**src/rtl/ssreg_pkg.sv**
```systemverilog
// Shared constants and types for the two-wire register bank slave.
// Assumes a bank of sixteen byte-wide registers addressed by a 4-bit pointer.
package ssreg_pkg;
    localparam int REG_COUNT = 16;
    localparam int BYTE_W    = 8;
    localparam int PTR_W     = $clog2(REG_COUNT);
    localparam int CNT_W     = 4;

    // Byte-level phase of a transfer
    typedef enum logic [2:0] {
        PH_IDLE,
        PH_DEVADDR,
        PH_REGSEL,
        PH_WRDATA,
        PH_RDDATA
    } phase_t;
endpackage

```
**src/rtl/ssreg_line_sampler.sv**
```systemverilog
// Synchronizes the bus clock and data lines and turns them into single-cycle
// events: clock rise, clock fall, start and stop.
// Assumes each bus phase lasts several system clocks.
module ssreg_line_sampler #(
    parameter int SYNC_STAGES = 2
) (
    input  logic clk,
    input  logic rst_n,
    input  logic scl_i,
    input  logic sda_i,
    output logic scl_lvl,
    output logic sda_lvl,
    output logic scl_rise,
    output logic scl_fall,
    output logic bus_start,
    output logic bus_stop
);
    logic [SYNC_STAGES-1:0] scl_pipe;
    logic [SYNC_STAGES-1:0] sda_pipe;
    logic                   scl_prev;
    logic                   sda_prev;

    // Shift both lines through the synchronizer and keep the previous level
    always_ff @(posedge clk) begin
        if (!rst_n) begin
            scl_pipe <= '1;
            sda_pipe <= '1;
            scl_prev <= 1'b1;
            sda_prev <= 1'b1;
        end else begin
            scl_pipe <= {scl_pipe[SYNC_STAGES-2:0], scl_i};
            sda_pipe <= {sda_pipe[SYNC_STAGES-2:0], sda_i};
            scl_prev <= scl_pipe[SYNC_STAGES-1];
            sda_prev <= sda_pipe[SYNC_STAGES-1];
        end
    end

    // Decode line events from the current and previous synchronized levels
    always_comb begin
        scl_lvl   = scl_pipe[SYNC_STAGES-1];
        sda_lvl   = sda_pipe[SYNC_STAGES-1];
        scl_rise  = scl_lvl && !scl_prev;
        scl_fall  = !scl_lvl && scl_prev;
        bus_start = scl_lvl && scl_prev && sda_prev && !sda_lvl;
        bus_stop  = scl_lvl && scl_prev && !sda_prev && sda_lvl;
    end

    // start and stop are only seen while the clock is held high
    p_start_clock_high_r9: assert property (@(posedge clk) disable iff (!rst_n)
        bus_start |-> (scl_lvl && $past(scl_lvl)));

    // at most one line event per cycle
    p_single_event_r7: assert property (@(posedge clk) disable iff (!rst_n)
        $onehot0({bus_start, bus_stop, scl_rise, scl_fall}));
endmodule

```
**src/rtl/ssreg_bank.sv**
```systemverilog
// Register bank: one synchronous write port and one combinational read port.
// Assumes a power-of-two register count so the pointer wraps naturally.
module ssreg_bank #(
    parameter int REG_COUNT = ssreg_pkg::REG_COUNT,
    parameter int BYTE_W    = ssreg_pkg::BYTE_W,
    localparam int PTR_W    = $clog2(REG_COUNT)
) (
    input  logic              clk,
    input  logic              rst_n,
    input  logic              wr_en,
    input  logic [PTR_W-1:0]  wr_ptr,
    input  logic [BYTE_W-1:0] wr_data,
    input  logic [PTR_W-1:0]  rd_ptr,
    output logic [BYTE_W-1:0] rd_data
);
    logic [REG_COUNT-1:0][BYTE_W-1:0] store;

    for (genvar g = 0; g < REG_COUNT; g++) begin : g_reg
        // Hold one register; clear on reset, load when addressed by a write
        always_ff @(posedge clk) begin
            if (!rst_n)
                store[g] <= '0;
            else if (wr_en && (wr_ptr == PTR_W'(g)))
                store[g] <= wr_data;
        end
    end

    // Return the register selected by the read pointer
    always_comb rd_data = store[rd_ptr];

    // contents change only in a cycle after a write strobe
    p_store_hold_r4: assert property (@(posedge clk) disable iff (!rst_n)
        !$past(wr_en) |-> $stable(store));
endmodule

```
**src/rtl/ssreg_byte_engine.sv**
```systemverilog
// Byte-level protocol engine: counts bus clocks, shifts bytes in and out,
// decodes device-address / register-select / data bytes, owns the pointer
// and mode bit, and decides when to pull the data line low.
// Assumes events from ssreg_line_sampler, one per cycle at most.
module ssreg_byte_engine
    import ssreg_pkg::*;
#(
    parameter logic [6:0] DEV_ADDR = 7'h2C
) (
    input  logic              clk,
    input  logic              rst_n,
    input  logic              scl_lvl,
    input  logic              sda_lvl,
    input  logic              scl_rise,
    input  logic              scl_fall,
    input  logic              bus_start,
    input  logic              bus_stop,
    input  logic [BYTE_W-1:0] rd_data,
    output logic              wr_en,
    output logic [PTR_W-1:0]  wr_ptr,
    output logic [BYTE_W-1:0] wr_data,
    output logic [PTR_W-1:0]  rd_ptr,
    output logic              sda_pull
);
    localparam logic [CNT_W-1:0] LAST_BIT = CNT_W'(BYTE_W);
    localparam logic [CNT_W-1:0] ACK_SLOT = CNT_W'(BYTE_W + 1);

    phase_t            phase;
    logic [CNT_W-1:0]  bit_cnt;
    logic [BYTE_W-1:0] rx_shift;
    logic [BYTE_W-1:0] tx_shift;
    logic [PTR_W-1:0]  ptr;
    logic              step_mode;
    logic              first_rd;
    logic              mstr_nack;
    logic              byte_done;
    logic              slot_done;

    // Byte boundaries: fall after bit 8, fall after the acknowledge clock
    always_comb begin
        byte_done = scl_fall && (bit_cnt == LAST_BIT);
        slot_done = scl_fall && (bit_cnt == ACK_SLOT);
    end

    // Write port and read-fetch address for the bank
    always_comb begin
        wr_en   = byte_done && (phase == PH_WRDATA);
        wr_ptr  = ptr;
        wr_data = rx_shift;
        rd_ptr  = (step_mode && !first_rd) ? ptr + 1'b1 : ptr;
    end

    // Protocol sequencing: bit counting, byte decode, pointer and line drive
    always_ff @(posedge clk) begin
        if (!rst_n) begin
            phase     <= PH_IDLE;
            bit_cnt   <= '0;
            rx_shift  <= '0;
            tx_shift  <= '0;
            ptr       <= '0;
            step_mode <= 1'b0;
            first_rd  <= 1'b1;
            mstr_nack <= 1'b0;
            sda_pull  <= 1'b0;
        end else if (bus_start) begin
            phase    <= PH_DEVADDR;
            bit_cnt  <= '0;
            sda_pull <= 1'b0;
        end else if (bus_stop) begin
            phase    <= PH_IDLE;
            bit_cnt  <= '0;
            sda_pull <= 1'b0;
        end else if (phase != PH_IDLE) begin
            if (scl_rise) begin
                if (bit_cnt < LAST_BIT)
                    rx_shift <= {rx_shift[BYTE_W-2:0], sda_lvl};
                else
                    mstr_nack <= sda_lvl;
                bit_cnt <= bit_cnt + 1'b1;
            end else if (byte_done) begin
                unique case (phase)
                    PH_DEVADDR: begin
                        if (rx_shift[7:1] == DEV_ADDR) begin
                            sda_pull <= 1'b1;
                            phase    <= rx_shift[0] ? PH_RDDATA : PH_REGSEL;
                        end else begin
                            phase <= PH_IDLE;
                        end
                    end
                    PH_REGSEL: begin
                        if (rx_shift[7]) begin
                            sda_pull  <= 1'b1;
                            ptr       <= rx_shift[PTR_W-1:0];
                            step_mode <= rx_shift[6];
                            first_rd  <= 1'b1;
                            phase     <= PH_WRDATA;
                        end else begin
                            phase <= PH_IDLE;
                        end
                    end
                    PH_WRDATA: begin
                        sda_pull <= 1'b1;
                        if (step_mode)
                            ptr <= ptr + 1'b1;
                        else
                            phase <= PH_REGSEL;
                    end
                    PH_RDDATA: sda_pull <= 1'b0;
                    default:   phase <= PH_IDLE;
                endcase
            end else if (slot_done) begin
                bit_cnt  <= '0;
                sda_pull <= 1'b0;
                if (phase == PH_RDDATA) begin
                    if (!mstr_nack) begin
                        ptr      <= rd_ptr;
                        tx_shift <= rd_data;
                        sda_pull <= ~rd_data[BYTE_W-1];
                        first_rd <= 1'b0;
                    end else begin
                        phase <= PH_IDLE;
                    end
                end
            end else if (scl_fall && (phase == PH_RDDATA) && (bit_cnt != '0)) begin
                tx_shift <= {tx_shift[BYTE_W-2:0], 1'b0};
                sda_pull <= ~tx_shift[BYTE_W-2];
            end
        end
    end

    // an idle slave never pulls the line
    p_idle_released_r8: assert property (@(posedge clk) disable iff (!rst_n)
        (phase == PH_IDLE) |-> !sda_pull);

    // line drive only changes while the bus clock is low (or on start/stop)
    p_pull_steady_high_r7: assert property (@(posedge clk) disable iff (!rst_n)
        (scl_lvl && $past(scl_lvl) && !$past(bus_start) && !$past(bus_stop))
            |-> $stable(sda_pull));

    // a stored data byte is always acknowledged
    p_write_acked_r3: assert property (@(posedge clk) disable iff (!rst_n)
        $past(wr_en) |-> sda_pull);

    // outside a register-select load the pointer only steps by one, wrapping
    p_ptr_step_r10: assert property (@(posedge clk) disable iff (!rst_n)
        ((ptr != $past(ptr)) && ($past(phase) != PH_REGSEL))
            |-> (ptr == PTR_W'($past(ptr) + 1'b1)));

    // the bit counter never passes the acknowledge slot
    p_cnt_bound_r7: assert property (@(posedge clk) disable iff (!rst_n)
        bit_cnt <= ACK_SLOT);
endmodule

```
**src/rtl/regbank_serial_slave.sv**
```systemverilog
// Top level of the two-wire register bank slave: line sampler, byte engine
// and register bank. Assumes the data line input is the wired-AND level and
// that sda_pull_o feeds an open-drain pad outside this block.
module regbank_serial_slave #(
    parameter logic [6:0] DEV_ADDR    = 7'h2C,
    parameter int         SYNC_STAGES = 2
) (
    input  logic clk,
    input  logic rst_n,
    input  logic scl_i,
    input  logic sda_i,
    output logic sda_pull_o
);
    import ssreg_pkg::*;

    logic              scl_lvl, sda_lvl, scl_rise, scl_fall, bus_start, bus_stop;
    logic              wr_en;
    logic [PTR_W-1:0]  wr_ptr, rd_ptr;
    logic [BYTE_W-1:0] wr_data, rd_data;

    ssreg_line_sampler #(.SYNC_STAGES(SYNC_STAGES)) u_sampler (
        .clk(clk), .rst_n(rst_n), .scl_i(scl_i), .sda_i(sda_i),
        .scl_lvl(scl_lvl), .sda_lvl(sda_lvl), .scl_rise(scl_rise),
        .scl_fall(scl_fall), .bus_start(bus_start), .bus_stop(bus_stop)
    );

    ssreg_byte_engine #(.DEV_ADDR(DEV_ADDR)) u_engine (
        .clk(clk), .rst_n(rst_n), .scl_lvl(scl_lvl), .sda_lvl(sda_lvl),
        .scl_rise(scl_rise), .scl_fall(scl_fall), .bus_start(bus_start),
        .bus_stop(bus_stop), .rd_data(rd_data), .wr_en(wr_en),
        .wr_ptr(wr_ptr), .wr_data(wr_data), .rd_ptr(rd_ptr),
        .sda_pull(sda_pull_o)
    );

    ssreg_bank #(.REG_COUNT(REG_COUNT), .BYTE_W(BYTE_W)) u_bank (
        .clk(clk), .rst_n(rst_n), .wr_en(wr_en), .wr_ptr(wr_ptr),
        .wr_data(wr_data), .rd_ptr(rd_ptr), .rd_data(rd_data)
    );
endmodule

```
**config.mk**
```make
export PLATFORM = sky130hd
export DESIGN_NAME = regbank_serial_slave
export DESIGN_NICKNAME = d
export VERILOG_FILES = /design/src/rtl/ssreg_pkg.sv /design/src/rtl/ssreg_line_sampler.sv /design/src/rtl/ssreg_bank.sv /design/src/rtl/ssreg_byte_engine.sv /design/src/rtl/regbank_serial_slave.sv
export SDC_FILE = /design/constraint.sdc
export NUM_CORES = 1
export LEC_CHECK = 0
export ABC_AREA = 1
export CAP_MARGIN = 20
export CELL_PAD_IN_SITES_DETAIL_PLACEMENT = 0
export CELL_PAD_IN_SITES_GLOBAL_PLACEMENT = 2
export CORE_ASPECT_RATIO = 0.6
export CORE_UTILIZATION = 33
export DETAILED_ROUTE_END_ITERATION = 10
export GPL_TIMING_DRIVEN = 0
export PLACE_DENSITY = 0.8
export SYNTH_ARGS = -nofsm -noshare
export SYNTH_HDL_FRONTEND = slang
export SYNTH_SLANG_ARGS = --single-unit
export TNS_END_PERCENT = 10
```
**constraint.sdc**
```tcl
create_clock -name clk -period 1.9 [get_ports clk]
set_input_delay 0.38 -clock clk [delete_from_list [all_inputs] [get_ports clk]]
set_output_delay 0.38 -clock clk [all_outputs]
set_load 0.03 [all_outputs]
```
Word level (Yosys, flattened, before mapping)
Cells that the tools add are included.
{ "totals": {"reg_bits": 164, "output_inout_bits": 1, "inputBits": 4, "word_cells": 181} }
{ "op_classes": {"muxes": 43, "n_addsub": 2, "magnitude_cmp": 2, "reduce_logical": 58, "bitwise_logic": 8, "eq_ne": 38} }
{ "op_table": {"columns": ["cell", "count"], "rows": [
  ["equality test 4 bit, second input constant", 10],
  ["2-to-1 mux 4 bit", 10],
  ["binary-select mux 8 bit (select 4 bit)", 1],
  ["logical AND 1 bit", 29],
  ["2-to-1 mux 7 bit", 4],
  ["2-to-1 mux 3 bit", 7],
  ["AND reduction 7 bit", 3],
  ["equality test 4 x 3 -> 1 bit, second input constant", 4],
  ["2-to-1 mux 1 bit", 16],
  ["nonzero test 4 bit", 4],
  ["!= test 2 bit, second input constant", 6],
  ["case mux 3 bit (4 select lines)", 1],
  ["!= test 5 bit, second input constant", 2],
  ["AND reduction 10 bit", 1],
  ["AND reduction 5 bit", 2],
  ["nonzero test 2 bit", 5],
  ["!= test 3 bit, second input constant", 3],
  ["AND reduction 9 bit", 1],
  ["nonzero test 3 bit", 3],
  ["adder 4 x 1 -> 4 bit, second input constant", 2],
  ["equality test 4 x 2 -> 1 bit, second input constant", 2],
  ["2-to-1 mux 8 bit", 1],
  ["NOT 1 bit", 8],
  ["case mux 4 bit (2 select lines)", 1],
  ["19 further kinds", 25]
]} }

Logic depth before layout (Yosys ltp)
{ "logic_depth": {"depth_word": 10, "depth_mapped": 13, "ltp_nobuf": 12} }

Modules after synthesis
Synthesis repeated with hierarchy kept, for this count alone.
{ "hier_totals": {"hier_cells": 1189, "area_unflattened_um2": 7913.8} }
{ "by_module_without_submodules": {"columns": ["mod", "instances", "cells_per_inst", "area_per_inst_um2", "seq_area_each_um2"], "rows": [
  ["ssreg_bank", 1, 865, 5846.9, 2562.5],
  ["ssreg_byte_engine", 1, 297, 1868.0, 600.6],
  ["ssreg_line_sampler", 1, 27, 198.9, 120.1]
]} }

Worst setup path after synthesis
OpenSTA, ideal clock, no wires.
{ "synth_timing": {"kind": "register to register", "start": "register u_engine.ptr[0] (netlist: u_engine.wr_ptr[0])", "end": "register u_engine.tx_shift[3]", "setup_ps": 70, "n_path_buf": 1, "required_time_ps": 1830, "path_stages_with_launch": 11, "arrival_ps": 1757, "synth_period_minus_slack_ps": 1827, "path_slack_ps": 73, "cell_sequence": "dfxtp_1 inv_1 ha_1 o21ai_2 buf_2 nand3_1 nand3_1 nand3_1 nand3_1 nand2_1 a21oi_1"} }
{ "synth_via": {"elab_chain_cells": 7} }
{ "synth_rtl": {"columns": ["item", "line_no", "source"], "rows": [
  ["from (decl)", "ssreg_byte_engine.sv:32", "logic [PTR_W-1:0] ptr;"],
  ["from (signal assigned)", "ssreg_byte_engine.sv:93", "ptr <= rx_shift[PTR_W-1:0];"],
  ["from (signal assigned)", "ssreg_byte_engine.sv:104", "ptr <= ptr + 1'b1;"],
  ["from (signal assigned)", "ssreg_byte_engine.sv:116", "ptr <= rd_ptr;"],
  ["adder 4 x 1 -> 4 bit", "ssreg_byte_engine.sv:50", "rd_ptr = (step_mode && !first_rd) ? ptr + 1'b1 : ptr;"],
  ["2-to-1 mux 4 bit (*)", "ssreg_byte_engine.sv:50", null],
  ["binary-select mux 8 bit (select 4 bit) (*)", "ssreg_bank.sv:29", "always_comb rd_data = store[rd_ptr];"],
  ["2-to-1 mux 8 bit (not written as such) (*)", "ssreg_bank.sv:29", null],
  ["2-to-1 mux 7 bit (*)", "ssreg_byte_engine.sv:115", "if (!mstr_nack) begin"],
  ["2-to-1 mux 7 bit (*)", "ssreg_byte_engine.sv:114", "if (phase == PH_RDDATA) begin"],
  ["2-to-1 mux 7 bit (*)", "ssreg_byte_engine.sv:111", "end else if (slot_done) begin"],
  ["to (signal assigned)", "ssreg_byte_engine.sv:117", "tx_shift <= rd_data;"],
  ["to (signal assigned)", "ssreg_byte_engine.sv:125", "tx_shift <= {tx_shift[BYTE_W-2:0], 1'b0};"],
  ["to (decl)", "ssreg_byte_engine.sv:31", "logic [BYTE_W-1:0] tx_shift;"]
]} }
Every way passes the cells marked *; elsewhere a longest branch is shown, timed or not. The select of a mux whose other input is x is not followed.
A chain may end at the register's enable or synchronous reset.

Worst setup path after layout
{ "layout_timing": {"start": "register u_engine.ptr[0] (netlist: u_engine.wr_ptr[0])", "end": "register u_engine.tx_shift[0]"} }
The elaborated chain is that of the path after synthesis.

==> out/results.ini <==
[logic_synthesis]
syn_area_um2 = 7830
ys_seq_elements = 164
syn_nets = 1139
avgSynthCellArea_um2 = 6.94
yosysSeqAreaShare_pct = 41.9
synth-edff-count = 0
synth_warnings = 0
ys_types = 30
synth_flop_cell = dfxtp_1
synthCells = 1128
async_reset_ff_share_pct = 0

[detailed_routing]
routed_wl_um = 32500
first_pass_iters = 5
routed_via_density = 5.24
vias = 7966
wl_per_cell_um = 21.4
drt_iter0_markers = 871
ant_nets = 0
drc_errors = 0

[timing]
finalCritPeriodShare_pct = 104
skew_ns = 0.0103
drv_slew = 0
min_period_ns = 1.97
rsz0062_at_grt = true
setup_viol = 9
tightest_slew_ns = 0.931
fmax_ghz = 0.508
hold_viol = 0
setup_ws_ns = -0.0668
whs_ns = 0.411
slew_headroom_pct = 37.9

[critical_path]
cp_max_fo = 5
cp-end-kind = flip-flop
crit_type = flip-flop to flip-flop
cp_data_required_time_ns = 2.27
start_kind = flip-flop
cp.arrival_ns = 2.34

[global_routing]
grt_first_pass_wirelength_um = 46300
grt_max_degree = 17
grtUsageTotal_pct = 26.7
grt_pass1_vias = 6844
antenna_found_initial = 0
overflow = 0

[floorplanning]
ios = 5
die_width_um = 201
die_area_um2 = 24400
coreArea_um2 = 23200
rows = 43
start_util_pct = 33.8
die_y_um = 121

[final_layout]
stdcell_count = 1521
antenna_cells = 0
area_growth_pct = 30.3
final_nets = 1204
fin_area_um2 = 10200
nFillCells = 2403
drive_above_1_share_pct = 21.1

[placement]
place.gp.congestion = 0.932
dpl.cell_count = 1447
placed_cell_area_um2 = 8270
post-place-ws_ns = -0.714
dpl.hpwl_um = 22800
io_buffers = 4

[power_and_ir_drop]
peakVddDrop_mv = 0.633
p_per_area_nw_per_um2 = 730
p_leak_nw = 3.95
power_w = 0.00745

[worst_hold_path]
min_path_type = flip-flop to flip-flop

[flow_run]
cap_viol_max_count = 0

[cts]
clk_path_buf_depth = 2
cts_max_level = 4
clock-root-buffer = clkbuf_16
cts_made_buffers = 17
clock_latency_ns = 0.45
cts_tree = done
cts_num_sinks = 164
path_clk_slew_ns = 0.07

[run_status]
status = finished with violations
violations = negative setup slack

layout by cell type, fill, tap and decap left out, drive strengths merged:
cell type / count
buf: 80
clkbuf: 56
nor3: 2
o22ai: 1
clkinv: 6
ha: 7
nand3: 161
dfxtp: 164
xnor2: 1
o21bai: 1
xor2: 1
o21ai: 160
nor2: 52
or2: 6
bufinv: 4
o211ai: 7
a21oi: 160
clkinvlp: 1
nand4: 2
inv: 168
clkdlybuf4s50: 4
nor4: 1
a211oi: 1
nand2: 160
cell type report:
type	count	area, um2	share of cell area (%)
buffer	71	579	5.67
clock buffer	22	474	4.65
clock inverter	10	153	1.50
inverter	169	654	6.41
multi-input combinational	723	4150	40.6
sequential	164	3300	32.4
tap	315	394	3.86
timing repair buffer	47	502	4.91
path summary, 6_finish.rpt:
check | start | endpoint | slack (ns) | depth (start not counted)
max | u_engine.wr_ptr[0]$_SDFFE_PN0P_ | u_engine.tx_shift[0]$_SDFFE_PN0P_ | -0.07 | 11
min | u_sampler.sda_pipe[0]$_SDFF_PN1_ | u_sampler.sda_pipe[1]$_SDFF_PN1_ | 0.41 | 1
max reg2reg | u_engine.wr_ptr[0]$_SDFFE_PN0P_ | u_engine.tx_shift[0]$_SDFFE_PN0P_ | -0.07 | 11
min reg2reg | u_sampler.sda_pipe[0]$_SDFF_PN1_ | u_sampler.sda_pipe[1]$_SDFF_PN1_ | 0.41 | 1
where the power goes:
group,internal (W),switching [W]
clock network,0.00229,0.00152
registers,0.00344,0.00000798
logic,0.0000545,0.000138
registers in the layout (all words and copies together) (netlist names), 2 cells and up:
register	flops
u_engine.tx_shift	7
u_bank.store	128
u_engine.wr_ptr	4
u_sampler.sda_pipe	2
u_engine.bit_cnt	4
u_engine.wr_data	8
u_engine.phase	3
u_sampler.scl_pipe	2
per-stage QoR:
stage | TNS (ns) | utilization [%]
2_1_floorplan | 0 | -
3_3_place_gp | -56.68 | 35.7
3_5_place_dp | -58.35 | 35.7
4_1_cts | -1.14 | 41.4
5_1_grt | -2.56 | 44.0
6_report | -0.395 | 44.0
worst max-delay path, cell delays in order (launching register included):
cell and delay [ns]:
dfxtp_4 0.43, inv_8 0.05, ha_4 0.24, o21ai_4 0.19, buf_8 0.18, buf_12 0.15, a21oi_1 0.04, o21ai_1 0.14
nand3_1 0.10, nand3_1 0.10, nand3_2 0.12, a21oi_1 0.14
what timing repair did:
item / CTS / global route
hold buffers: 0 / 0
setup buffers: 18 / 18
pin swaps: 16 / 18
resized for setup: 148 / 109
setup endpoints to repair: 152 / 144
cloned: 2 / 5
kinds of logic (layout without fill, tap and decap cells):
group                      after synthesis  after routing  share of synthesized area (%)
xor gates and xnor gates                 2              2                          0.224
and+or+nand+nor                        384            384                           22.3
DFF                                    164            164                           41.9
AOI/OAI and AO/OA                      330            330                           21.5
buffers and inverters                  241            319                           12.9
adders and majority gates                7              7                           1.12
metal layers:
metal  global-route usage [%]  up-vias  part of all wire, %
met5                        0        -                    0
met4                     6.01        0                  1.3
met3                     7.20       29                  9.5
met2                     32.7      296                   36
met1                     43.5     3796                   53
li1                         -     3845                    -
cells in the mapped netlist, types with 2 or more instances:
cell type / instances / area, um2
nor3_1: 2 / 10.0
buf_2: 25 / 125
inv_1: 165 / 619
o21ai_0: 155 / 776
dfxtp_1: 164 / 3280
nand2_1: 151 / 567
buf_4: 4 / 30.0
nor2_4: 6 / 67.6
nor2_1: 44 / 165
nand3_1: 160 / 801
a21oi_1: 160 / 801
buf_6: 8 / 90.1
clkbuf_1: 35 / 131
o21ai_1: 2 / 10.0
or2_2: 6 / 37.5
o211ai_1: 7 / 52.6
o21ai_2: 3 / 26.3
nand4_1: 2 / 12.5
nand2_2: 9 / 56.3
inv_2: 3 / 11.3
nor2_2: 2 / 12.5
ha_1: 7 / 87.6
Note: power is estimated with default switching activity, not from simulation.
